===== config.mk =====
export PLATFORM = sky130hd
export DESIGN_NAME = serial_window_frontend
export DESIGN_NICKNAME = d
export VERILOG_FILES = /design/src/rtl/sfe_pkg.sv /design/src/rtl/sfe_addr_decode.sv /design/src/rtl/sfe_irq_merge.sv /design/src/rtl/sfe_ratio_select.sv /design/src/rtl/serial_window_frontend.sv
export SDC_FILE = /design/constraint.sdc
export NUM_CORES = 1
export LEC_CHECK = 0
export BUFFER_PORTS_ARGS = -buffer_cell sky130_fd_sc_hd__buf_4
export CAP_MARGIN = 10
export CORE_ASPECT_RATIO = 0.5
export CORE_UTILIZATION = 39
export CTS_CLUSTER_SIZE = 40
export DETAILED_ROUTE_END_ITERATION = 10
export PLACE_DENSITY = 0.88
export SLEW_MARGIN = 0
export SYNTH_ARGS = -nofsm -noshare
export SYNTH_HDL_FRONTEND = slang
export SYNTH_HIERARCHICAL = 1
export SYNTH_SLANG_ARGS = --single-unit

===== constraint.sdc =====
create_clock -name clk -period 2.5 [get_ports clk]
set_clock_uncertainty 0.1 [all_clocks]
set_input_delay 0.125 -clock clk [delete_from_list [all_inputs] [get_ports clk]]
set_output_delay 0.125 -clock clk [all_outputs]
set_load 0.03 [all_outputs]

===== src/rtl/sfe_pkg.sv =====
package sfe_pkg;

  // Reference clock ratio encoding shared by the options field and the output.
  typedef enum logic [1:0] {
    RATIO_X1 = 2'b00,
    RATIO_X2 = 2'b01,
    RATIO_X4 = 2'b10,
    RATIO_X8 = 2'b11
  } ratio_e;

endpackage


===== src/rtl/sfe_addr_decode.sv =====
module sfe_addr_decode #(
  parameter int unsigned ADDR_W      = 10,
  parameter int unsigned WINDOW_BASE = 'h100,
  parameter int unsigned NUM_PORTS   = 8,
  parameter int unsigned OFFS_W      = 3,
  localparam int unsigned IDX_W      = $clog2(NUM_PORTS)
) (
  input  logic [ADDR_W-1:0]    addr,
  input  logic                 rd_stb,
  input  logic                 wr_stb,
  input  logic                 spad_en,
  output logic [NUM_PORTS-1:0] port_cs,
  output logic [OFFS_W-1:0]    port_offs,
  output logic                 port_rd,
  output logic                 port_wr,
  output logic                 reg_rd,
  output logic                 reg_wr,
  output logic [IDX_W-1:0]     bank_idx
);

  localparam int unsigned WIN_W = IDX_W + OFFS_W;
  localparam logic [ADDR_W-1:0] BASE_V = ADDR_W'(WINDOW_BASE);
  localparam logic [OFFS_W-1:0] SPECIAL_OFFS = '1;

  logic in_window;
  logic special;
  logic access;
  logic bank_hit;

  always_comb begin
    in_window = (addr[ADDR_W-1:WIN_W] == BASE_V[ADDR_W-1:WIN_W]);
    bank_idx  = addr[WIN_W-1:OFFS_W];
    port_offs = addr[OFFS_W-1:0];
    special   = in_window && (port_offs == SPECIAL_OFFS) && !spad_en;
    access    = rd_stb || wr_stb;
    bank_hit  = in_window && !special && access;
    port_rd   = bank_hit && rd_stb;
    port_wr   = bank_hit && wr_stb;
    reg_rd    = special && rd_stb;
    reg_wr    = special && wr_stb;
  end

  for (genvar i = 0; i < NUM_PORTS; i++) begin : g_cs
    assign port_cs[i] = bank_hit && (bank_idx == IDX_W'(i));
  end

endmodule


===== src/rtl/sfe_irq_merge.sv =====
module sfe_irq_merge #(
  parameter int unsigned NUM_PORTS = 8
) (
  input  logic                 clk,
  input  logic                 rst_n,
  input  logic [NUM_PORTS-1:0] irq_in,
  output logic [NUM_PORTS-1:0] irq_q,
  output logic                 irq_any
);

  logic [NUM_PORTS-1:0] irq_d;

  always_comb begin
    irq_d = irq_in;
  end

  always_ff @(posedge clk or negedge rst_n) begin
    if (!rst_n) begin
      irq_q <= '0;
    end else begin
      irq_q <= irq_d;
    end
  end

  // Only registered values feed the OR, so the shared line has no input glitches.
  assign irq_any = |irq_q;

endmodule


===== src/rtl/sfe_ratio_select.sv =====
module sfe_ratio_select
  import sfe_pkg::*;
(
  input  logic       clk,
  input  logic       rst_n,
  input  logic       wr_en,
  input  logic [1:0] wr_ratio,
  input  logic       strap_x2,
  input  logic       strap_x4,
  input  logic       strap_x8,
  output logic [1:0] ratio
);

  ratio_e opt_q;
  ratio_e opt_d;

  always_comb begin
    opt_d = opt_q;
    if (wr_en) begin
      opt_d = ratio_e'(wr_ratio);
    end
  end

  always_ff @(posedge clk or negedge rst_n) begin
    if (!rst_n) begin
      opt_q <= RATIO_X1;
    end else begin
      opt_q <= opt_d;
    end
  end

  // Straps override software; the fastest active strap takes priority.
  always_comb begin
    if (strap_x8) begin
      ratio = RATIO_X8;
    end else if (strap_x4) begin
      ratio = RATIO_X4;
    end else if (strap_x2) begin
      ratio = RATIO_X2;
    end else begin
      ratio = opt_q;
    end
  end

endmodule


===== src/rtl/serial_window_frontend.sv =====
module serial_window_frontend #(
  parameter int unsigned ADDR_W      = 10,
  parameter int unsigned WINDOW_BASE = 'h100,
  parameter int unsigned NUM_PORTS   = 8,
  parameter int unsigned OFFS_W      = 3,
  parameter int unsigned DATA_W      = 8
) (
  input  logic                        clk,
  input  logic                        rst_n,
  input  logic [ADDR_W-1:0]           addr,
  input  logic                        rd_stb,
  input  logic                        wr_stb,
  input  logic [DATA_W-1:0]           wdata,
  output logic [DATA_W-1:0]           rdata,
  output logic [NUM_PORTS-1:0]        port_cs,
  output logic [OFFS_W-1:0]           port_offs,
  output logic                        port_rd,
  output logic                        port_wr,
  output logic [DATA_W-1:0]           port_wdata,
  input  logic [NUM_PORTS*DATA_W-1:0] port_rdata,
  input  logic [NUM_PORTS-1:0]        port_irq,
  input  logic                        strap_spad_en,
  input  logic                        strap_x2,
  input  logic                        strap_x4,
  input  logic                        strap_x8,
  output logic [1:0]                  clk_ratio,
  output logic                        irq_out
);

  localparam int unsigned IDX_W = $clog2(NUM_PORTS);

  // Reset is asserted asynchronously and released through two flops.
  logic [1:0] rst_pipe;
  logic       rst_int_n;

  always_ff @(posedge clk or negedge rst_n) begin
    if (!rst_n) begin
      rst_pipe <= 2'b00;
    end else begin
      rst_pipe <= {rst_pipe[0], 1'b1};
    end
  end

  assign rst_int_n = rst_pipe[1];

  logic             reg_rd;
  logic             reg_wr;
  logic [IDX_W-1:0] bank_idx;
  logic [NUM_PORTS-1:0] irq_q;

  sfe_addr_decode #(
    .ADDR_W      (ADDR_W),
    .WINDOW_BASE (WINDOW_BASE),
    .NUM_PORTS   (NUM_PORTS),
    .OFFS_W      (OFFS_W)
  ) u_dec (
    .addr      (addr),
    .rd_stb    (rd_stb),
    .wr_stb    (wr_stb),
    .spad_en   (strap_spad_en),
    .port_cs   (port_cs),
    .port_offs (port_offs),
    .port_rd   (port_rd),
    .port_wr   (port_wr),
    .reg_rd    (reg_rd),
    .reg_wr    (reg_wr),
    .bank_idx  (bank_idx)
  );

  sfe_irq_merge #(
    .NUM_PORTS (NUM_PORTS)
  ) u_irq (
    .clk     (clk),
    .rst_n   (rst_int_n),
    .irq_in  (port_irq),
    .irq_q   (irq_q),
    .irq_any (irq_out)
  );

  sfe_ratio_select u_ratio (
    .clk      (clk),
    .rst_n    (rst_int_n),
    .wr_en    (reg_wr),
    .wr_ratio (wdata[1:0]),
    .strap_x2 (strap_x2),
    .strap_x4 (strap_x4),
    .strap_x8 (strap_x8),
    .ratio    (clk_ratio)
  );

  assign port_wdata = wdata;

  // Per-bank read data slices.
  logic [DATA_W-1:0] bank_data [NUM_PORTS];

  for (genvar i = 0; i < NUM_PORTS; i++) begin : g_slice
    assign bank_data[i] = port_rdata[i*DATA_W +: DATA_W];
  end

  always_comb begin
    rdata = '0;
    if (reg_rd) begin
      rdata = DATA_W'(irq_q);
    end else if (port_rd) begin
      rdata = bank_data[bank_idx];
    end
  end

endmodule


==> run summary, run 1 <==
grt ovf - 0
DRT Pass-1 Iters - 8
CP arrival - 1.83 ns
clock-pin transition on the worst setup and hold timing paths - 0.05 ns
wire length per cell - 16.2 um
HP Class - in -> reg
post-place instance area - 2080 sq um
# H-tree levels - 1
# port buffers - 117
drt drc - 6
status - complete, but fails checks
Area contributors post-synth - dfrtp_1 (22%), buf_4 (7.9%), mux4_1 (7.9%), mux4_2 (6.7%), mux2_4 (5.6%)
1st-iter DRT viols - 62
pins over their slew limit - 0
routed vias/inst - 5.38
RSZ-0062 raised after global routing - false
Startpoint Class - primary input
endpoints failing setup - 0
final hold vios - 0
initial antenna violation count - 0
Post-synth top cells - buf_4 (14), nand2_1 (14), dfrtp_1 (12)
Hold Startpoint - wdata[1]
starting density of the core - 0.427
first-pass GRT wire length - 6920 um
Max Root-Sink Buffers - 2
fmax - 0.486 GHz
Nets - 340
post-synth top area cell - dfrtp_1
area share of the largest cell type after synthesis - 0.225
Distinct cells, synth - 40
worst skew pair latency - 0.23 ns
CTS tree - done
DIE AREA - 3680 sq um
number of diodes - 0
total power - 0.643 mW
Peak VDD IR - 0.000240 V
post-route minimum period - 2.06 ns
FF+latch count, synth - 12
syn_nets - 231
clock sink count - 12
largest net degree at the start of global routing - 35
die height - 43.4 um
reg2reg end - u_ratio/opt_q[0]
gpl congestion - 0.843
Worst R2R Start - u_ratio/opt_q[0]
LEAKAGE - 1.05 nW
non-filler instance count after layout - 280
Setup WS pre-CTS - 0.486 ns
post-route cell area - 2210 sq um
gr usage total - 0.246
Critical Path RT - 2.28 ns
crit share post-route - 0.824
Vias - 1505
Synth Flop Type - dfrtp_1
synthesized area per cell - 10.1 sq um
Filler cells - 237
post-synth design cell area - 1340 sq um
number of synthesized flops with an enable pin - 0
register area share after synthesis - 0.225
Yosys Warn Count - 6
post-synthesis async set-or-reset flop share - 1.00
Chip Width - 84.8 um
Power Density - 290 nW/um^2
row cnt - 14
share of layout cells above drive strength 1 - 0.600
r2r setup slk - 1.64 ns
core area - 3140 sq um
CP Max Fanout - 8
vias in the first global route - 1500
Final WS setup - 0.441 ns
TritonCTS Buffers - 3
Ports - 130
max_cap viols - 0
Area growth, synth to finish - 65.5%
Min-Delay Path Depth - 3
Worst Reg2Reg Path Length in Cells - 1
Detailed Place HPWL - 3600 um
failing checks - DRC
ANT nets after route - 0
Synth Instances - 133
dpl cells - 268
CTS resizes - 0
WHS Endpoint - u_ratio/opt_q[1]
CTS Root Cell - clkbuf_8
CP Class - in -> out
Post-Route WL - 4530 um
CP Capture Type - output pin
critical path: stages:
cell	delay [ns]
buf_4	0.12
nor4b_4	0.38
nand2_1	0.16
nor2_1	0.16
nand2b_1	0.23
o41ai_1	0.43
buf_4	0.22
through the flow:
step	hold slack (ns)	setup TNS, ns	util
6_report	0.0137	0	0.706
5_1_grt	0.0269	0	0.706
4_1_cts	0.0220	0	0.706
3_5_place_dp	-0.190	0	0.664
3_3_place_gp	-0.190	0	0.664
2_1_floorplan	-0.271	-0.707	-
cells in the final DEF, fill, tap and decap left out, types with 3 or more instances in the layout:
cell type,n
a2111oi_0,4
a211oi_1,4
buf_4,118
clkbuf_8,3
dfrtp_1,12
dlygate4sd3_1,9
mux2_2,4
mux2_4,5
mux4_1,4
mux4_2,4
nand2_1,14
nand2b_1,3
nor2_1,11
nor2b_1,10
nor4_1,3
o22ai_1,4
o31ai_1,3
o41ai_1,4
logic make-up after synthesis:
family	count (synthesis)	share of synthesized area
other	1	0.00280
multiplexers	17	0.236
flip-flops	12	0.225
AND/OR/NAND/NOR	56	0.258
AO/OA/AOI/OAI	23	0.133
buffers and inverters	24	0.146
power breakdown:
group	internal (mW)	total (mW)	switching, mW
combinational	0.162	0.258	0.0965
clock	0.106	0.171	0.0654
sequential	0.205	0.213	0.00830
registers in the layout, summed over array words and instances (netlist names):
register,flops
rst_pipe,2
u_irq/irq_q,8
u_ratio/opt_q,2
cell type report:
cell class	count	area [sq um]	area share
Inverter	1	3.75	0.00170
Tap cell	40	50.0	0.0226
Multi-Input combinational cell	97	842	0.380
Sequential cell	12	300	0.136
Clock buffer	3	41.3	0.0187
Timing Repair Buffer	127	976	0.441
per-layer routing:
metal	vias to the layer above	part of all wire	global-route usage
met3	18	0.043	0.0381
li1	702	-	-
met2	61	0.55	0.475
met1	724	0.38	0.273
met4	0	0.032	0.125
met5	-	0	0
worst max-delay path by stage:
stage                       start  endpoint  cells past startpoint
after detailed placement  addr[7]  rdata[3]                      7
after global routing      addr[7]  rdata[5]                      7
after floorplan           addr[7]  rdata[3]                      6
final                     addr[7]  rdata[4]                      7
after CTS                 addr[7]  rdata[4]                      7
after global placement    addr[7]  rdata[3]                      7
what timing repair did:
| item | CTS | global route |
|---|---|---|
| hold buffers | 9 | 0 |
| buffers inserted | 0 | 0 |
| setup endpoints to repair | 0 | 0 |
| endpoints found under the hold margin | 10 | 0 |
Power figures use the tool's default switching activity.
==> run 2: changes to the inputs <==
- CORE_UTILIZATION: 39 -> 37
- PLACE_DENSITY: 0.88 -> 0.84
- clock period: 2.5 -> 1.9 ns (I/O delays scaled with it)
==> run summary, run 2 (same netlist as run 1, synthesis figures left out) <==
status - finished, final reports clean (was complete, but fails checks)
starting density of the core - 0.415 (was 0.427)
max reg flops - 8 (unchanged)
die height - 44.5 um (was 43.4 um)
Power Density - 382 nW/um^2 (was 290 nW/um^2)
initial antenna violation count - 0 (unchanged)
number of diodes - 0 (unchanged)
grt ovf - 0 (unchanged)
first-pass GRT wire length - 7950 um (was 6920 um)
Area growth, synth to finish - 84.1% (was 65.5%)
post-route cell area - 2460 sq um (was 2210 sq um)
1st-iter DRT viols - 48 (was 62)
share of layout cells above drive strength 1 - 0.641 (was 0.600)
HP Class - reg -> async (was in -> reg)
Filler cells - 233 (was 237)
commonest non-fill, non-tap cells in the layout - buf_4 (125), nand2_1 (14), dfrtp_1 (12) (was buf_4 (118), nand2_1 (14), dfrtp_1 (12))
gpl congestion - 0.724 (was 0.843)
final hold vios - 0 (unchanged)
worst skew pair latency - 0.24 ns (was 0.23 ns)
TNS Setup - 0 ns (unchanged)
CTS Root Cell - clkbuf_8 (unchanged)
Max Root-Sink Buffers - 2 (unchanged)
crit share post-route - 0.927
CP arrival - 1.57 ns (was 1.83 ns)
pins over their slew limit - 0 (unchanged)
RSZ-0062 raised after global routing - false (unchanged)
drt drc - 0 (was 6)
Ports - 130 (unchanged)
global routing's busiest layer - met2 (unchanged)
endpoints failing setup - 0 (unchanged)
Detailed Place HPWL - 3830 um (was 3600 um)
post-route minimum period - 1.76 ns
clock sink count - 12 (unchanged)
Startpoint Class - primary input (unchanged)
gr usage total - 0.277 (was 0.246)
largest net degree at the start of global routing - 28 (was 35)
commonest non-fill, non-tap cell in the layout - buf_4 (unchanged)
Peak VDD IR - 0.000418 V (was 0.000240 V)
CP Class - in -> out (unchanged)
routed vias/inst - 5.35 (was 5.38)
row cnt - 14 (unchanged)
max_cap viols - 0 (unchanged)
CP Max Fanout - 8 (unchanged)
CP Capture Type - output pin (unchanged)
CTS tree - done (unchanged)
DIE AREA - 3870 sq um (was 3680 sq um)
M2 GR Usage - 0.535 (was 0.475)
# port buffers - 117 (unchanged)
core area - 3220 sq um (was 3140 sq um)
post-place instance area - 2300 sq um (was 2080 sq um)
DRT Pass-1 Iters - 4 (was 8)
met1 usage - 0.293 (was 0.273)
Chip Width - 87.0 um (was 84.8 um)
# H-tree levels - 1 (unchanged)
wire length per cell - 17.3 um (was 16.2 um)
Setup WS pre-CTS - 0.145 ns (was 0.486 ns)
clock-pin transition on the worst setup and hold timing paths - 0.06 ns (was 0.05 ns)
ANT nets after route - 0 (unchanged)
vias in the first global route - 1712 (was 1500)
TritonCTS Buffers - 3 (unchanged)
most flop-heavy register - u_irq/irq_q (unchanged)
LEAKAGE - 1.16 nW (was 1.05 nW)
Critical Path RT - 1.70 ns (was 2.28 ns)
fmax - 0.568 GHz
Vias - 1600 (was 1505)
Nets - 350 (was 340)
Post-Route WL - 5170 um (was 4530 um)
biggest regs - u_irq/irq_q x8, rst_pipe x2, u_ratio/opt_q x2 (unchanged)
total power - 0.941 mW (was 0.643 mW)
post-layout util - 0.764 (was 0.706)
met3 Usage GRT - 0.0485 (was 0.0381)
Final WS setup - 0.139 ns (was 0.441 ns)
-- run 2: changes by cell type in the layout (fill, tap and decap cells not counted), moves of 2 or more --
cell           change
buf_4              +7
o31ai_4            +4
o41ai_1            -4
o41ai_4            +4
o31ai_1            -3
dlygate4sd3_1      +2
-- run 2: final timing paths --
check                                  from                to  slack [ns]  depth (start not counted)
max                                 addr[7]          rdata[3]        0.14                          8
min                             rst_pipe[1]    u_irq/irq_q[6]        0.07                          0
max reg2reg                u_ratio/opt_q[0]  u_ratio/opt_q[0]        1.04                          1
min reg2reg                     rst_pipe[1]    u_irq/irq_q[6]        0.07                          0
max in group asynchronous       rst_pipe[1]    u_irq/irq_q[4]        1.33                          0
min in group clk                   wdata[4]     port_wdata[4]        0.09                          0
-- run 2: critical path: stages --
cell      delay (ns)
buf_4           0.12
nor4b_4         0.28
nand2_1         0.15
nor2_4          0.11
nand2b_1        0.10
buf_12          0.17
o41ai_4         0.32
buf_4           0.21
-- run 2: cell type report --
cell class              instances  area [sq um]  area share
flip-flops and latches         12           300       0.122
multi-input cells              97           975       0.396
inverters                       1          3.75     0.00152
repair buffers                137          1070       0.434
well taps                      48          60.1      0.0244
clock buffers                   4          55.1      0.0224
-- run 2: metrics by stage --
step           hold slack, ns  instances
2_1_floorplan          -0.301        133
3_3_place_gp           -0.223        284
3_5_place_dp           -0.222        284
4_1_cts                0.0686        299
5_1_grt                0.0848        299
6_report               0.0673        299
-- run 2: timing repair --
| item | CTS | global route |
|---|---|---|
| hold buffers | 11 | 0 |
| setup buffers | 0 | 0 |
| gates resized for setup | 0 | 0 |
| hold endpoints to repair | 12 | 0 |
-- run 2: metal layers --
layer / vias up / wire length [um]
met5: - / 0
met2: 88 / 2750
met4: 0 / 294
met3: 30 / 292
li1: 725 / -
met1: 757 / 1830
-- run 2: power by group --
| part | internal [mW] | switching, mW | total (mW) |
|---|---|---|---|
| clock | 0.183 | 0.0994 | 0.283 |
| sequential | 0.269 | 0.0116 | 0.281 |
| combinational | 0.227 | 0.150 | 0.377 |
==> run 3: changes to the inputs <==
- CORE_UTILIZATION: 37 -> 38
- CTS_BUF_LIST: not set -> sky130_fd_sc_hd__clkbuf_2
- PLACE_DENSITY: 0.84 -> 0.86
==> run summary, run 3 (same netlist as run 1, synthesis figures left out) <==
max_cap viols - 0 (unchanged)
biggest regs - u_irq/irq_q x8, rst_pipe x2, u_ratio/opt_q x2 (unchanged)
Net Sw Power - 0.240 mW (was 0.261 mW)
row cnt - 14 (unchanged)
worst skew pair latency - 0.25 ns (was 0.24 ns)
Crit path buffers/inverters - 3 (unchanged)
routed vias/inst - 5.14 (was 5.35)
Critical Path RT - 1.70 ns (about the same)
max reg flops - 8 (unchanged)
ANT nets after route - 0 (unchanged)
Area growth, synth to finish - 81.4% (was 84.1%)
CTS tree - done (unchanged)
clock sink count - 12 (unchanged)
LEAKAGE - 1.15 nW (was 1.16 nW)
crit share post-route - 0.928 (was 0.927)
fmax - 0.567 GHz (was 0.568 GHz)
most flop-heavy register - u_irq/irq_q (unchanged)
gpl congestion - 0.748 (was 0.724)
commonest non-fill, non-tap cells in the layout - buf_4 (125), nand2_1 (14), dfrtp_1 (12) (unchanged)
first-pass GRT wire length - 7290 um (was 7950 um)
Startpoint Class - primary input (unchanged)
Peak VDD IR - 0.000319 V (was 0.000418 V)
commonest non-fill, non-tap cell in the layout - buf_4 (unchanged)
status - finished, final reports clean (unchanged)
largest net degree at the start of global routing - 23 (was 28)
Switching Share - 0.307 (was 0.277)
drt drc - 0 (unchanged)
wire length per cell - 16.3 um (was 17.3 um)
post-place instance area - 2300 sq um (unchanged)
Final WS setup - 0.137 ns (was 0.139 ns)
starting density of the core - 0.422 (was 0.415)
RSZ-0062 raised after global routing - false (unchanged)
number of diodes - 0 (unchanged)
CP Capture Type - output pin (unchanged)
CP Max Fanout - 8 (unchanged)
cell mode on critical path - buf_4 (unchanged)
Filler cells - 215 (was 233)
vias in the first global route - 1595 (was 1712)
CTS Root Cell - clkbuf_2 (was clkbuf_8)
# port buffers - 117 (unchanged)
CP arrival - 1.57 ns (about the same)
clock-pin transition on the worst setup and hold timing paths - 0.11 ns (was 0.06 ns)
post-route cell area - 2430 sq um (was 2460 sq um)
Power Density - 322 nW/um^2 (was 382 nW/um^2)
endpoints failing setup - 0 (unchanged)
delay-heaviest family, CP - simple AND/OR/NAND/NOR gates (unchanged)
# H-tree levels - 1 (unchanged)
final hold vios - 0 (unchanged)
Nets - 350 (unchanged)
TritonCTS Buffers - 3 (unchanged)
CP Depth - 8 (unchanged)
pins over their slew limit - 0 (unchanged)
1st-iter DRT viols - 31 (was 48)
die height - 44.0 um (was 44.5 um)
CP max stage delay - 0.30 ns (was 0.32 ns)
DRT Pass-1 Iters - 5 (was 4)
clock share of power - 0.165 (was 0.300)
Chip Width - 85.9 um (was 87.0 um)
Internal Pwr Total - 0.542 mW (was 0.680 mW)
post-route minimum period - 1.76 ns (about the same)
DIE AREA - 3780 sq um (was 3870 sq um)
Cell Chain, Critical Path - buf_4, nor4b_4, nand2_1, nor2_4, nand2b_1, buf_12, o41ai_4, buf_4 (unchanged)
initial antenna violation count - 0 (unchanged)
post-CTS setup buffer count - 0 (unchanged)
sequential power share - 0.358 (was 0.299)
Storage cell area - 300 sq um (unchanged)
Max Root-Sink Buffers - 2 (unchanged)
HP Class - in -> async (was reg -> async)
gr usage total - 0.253 (was 0.277)
slowest cell on the critical path - o41ai_4 (unchanged)
Setup WS pre-CTS - 0.162 ns (was 0.145 ns)
TNS Setup - 0 ns (unchanged)
Post-Route WL - 4870 um (was 5170 um)
CP Class - in -> out (unchanged)
grt ovf - 0 (unchanged)
Ports - 130 (unchanged)
core area - 3170 sq um (was 3220 sq um)
Detailed Place HPWL - 3820 um (was 3830 um)
Vias - 1537 (was 1600)
Worst Reg2Reg Path Length in Cells - 1 (unchanged)
share of layout cells above drive strength 1 - 0.637 (was 0.641)
Comb power frac - 0.478 (was 0.401)
footprint of the multi-input gates - 975 sq um (unchanged)
## run 3: changes by cell type in the layout (fill, tap and decap cells not counted)
cell / before / now
clkbuf_2: 0 / 3
clkbuf_8: 4 / 0
clkinv_1: 0 / 1
## run 3: timing repair
| item | in CTS | in global routing |
|---|---|---|
| resized for setup | 0 | 0 |
| hold endpoints to repair | 12 | 0 |
| hold buffers | 11 | 0 |
## run 3: final cells by class
class	instances	area share
multi-input cells	97	0.402
well taps	48	0.0248
flip-flops and latches	12	0.124
repair buffers	137	0.440
inverters	1	0.00155
clock inverters	1	0.00155
clock buffers	3	0.00619
## run 3: metrics by stage
stage               utilization  hold slack (ns)  std cells  power (mW)
finish                    0.765           0.0525        299       0.782
global route              0.765           0.0274        299       0.823
CTS                       0.765           0.0539        299       0.776
detailed placement        0.725           -0.222        284       0.637
global placement          0.725           -0.223        284       0.624
floorplan                     -           -0.301        133       0.489
## run 3: final timing paths
| check | from | slack, ns | to |
|---|---|---|---|
| worst min register to register | rst_pipe[1] | 0.05 | u_irq/irq_q[3] |
| worst max register to register | u_ratio/opt_q[0] | 1.04 | u_ratio/opt_q[0] |
| max in group asynchronous | rst_pipe[1] | 1.36 | u_irq/irq_q[2] |
| worst min-delay path | rst_n | 0.05 | rst_pipe[0] |
| min in group clk | wdata[3] | 0.09 | port_wdata[3] |
| worst max-delay path | addr[7] | 0.14 | rdata[3] |
## run 3: layer usage
layer	wire (um)	vias up	track usage
met3	148	12	0.0229
met4	80	0	0.0767
li1	-	723	-
met2	2760	50	0.519
met1	1880	752	0.282
met5	0	-	0
## run 3: power groups by stage
stage               sequential [mW]  clock (mW)  combinational, mW
detailed placement            0.284           0              0.353
finish                        0.280       0.129              0.374
global route                  0.281       0.146              0.396
floorplan                     0.281           0              0.207
CTS                           0.279       0.125              0.372
global placement              0.283           0              0.341
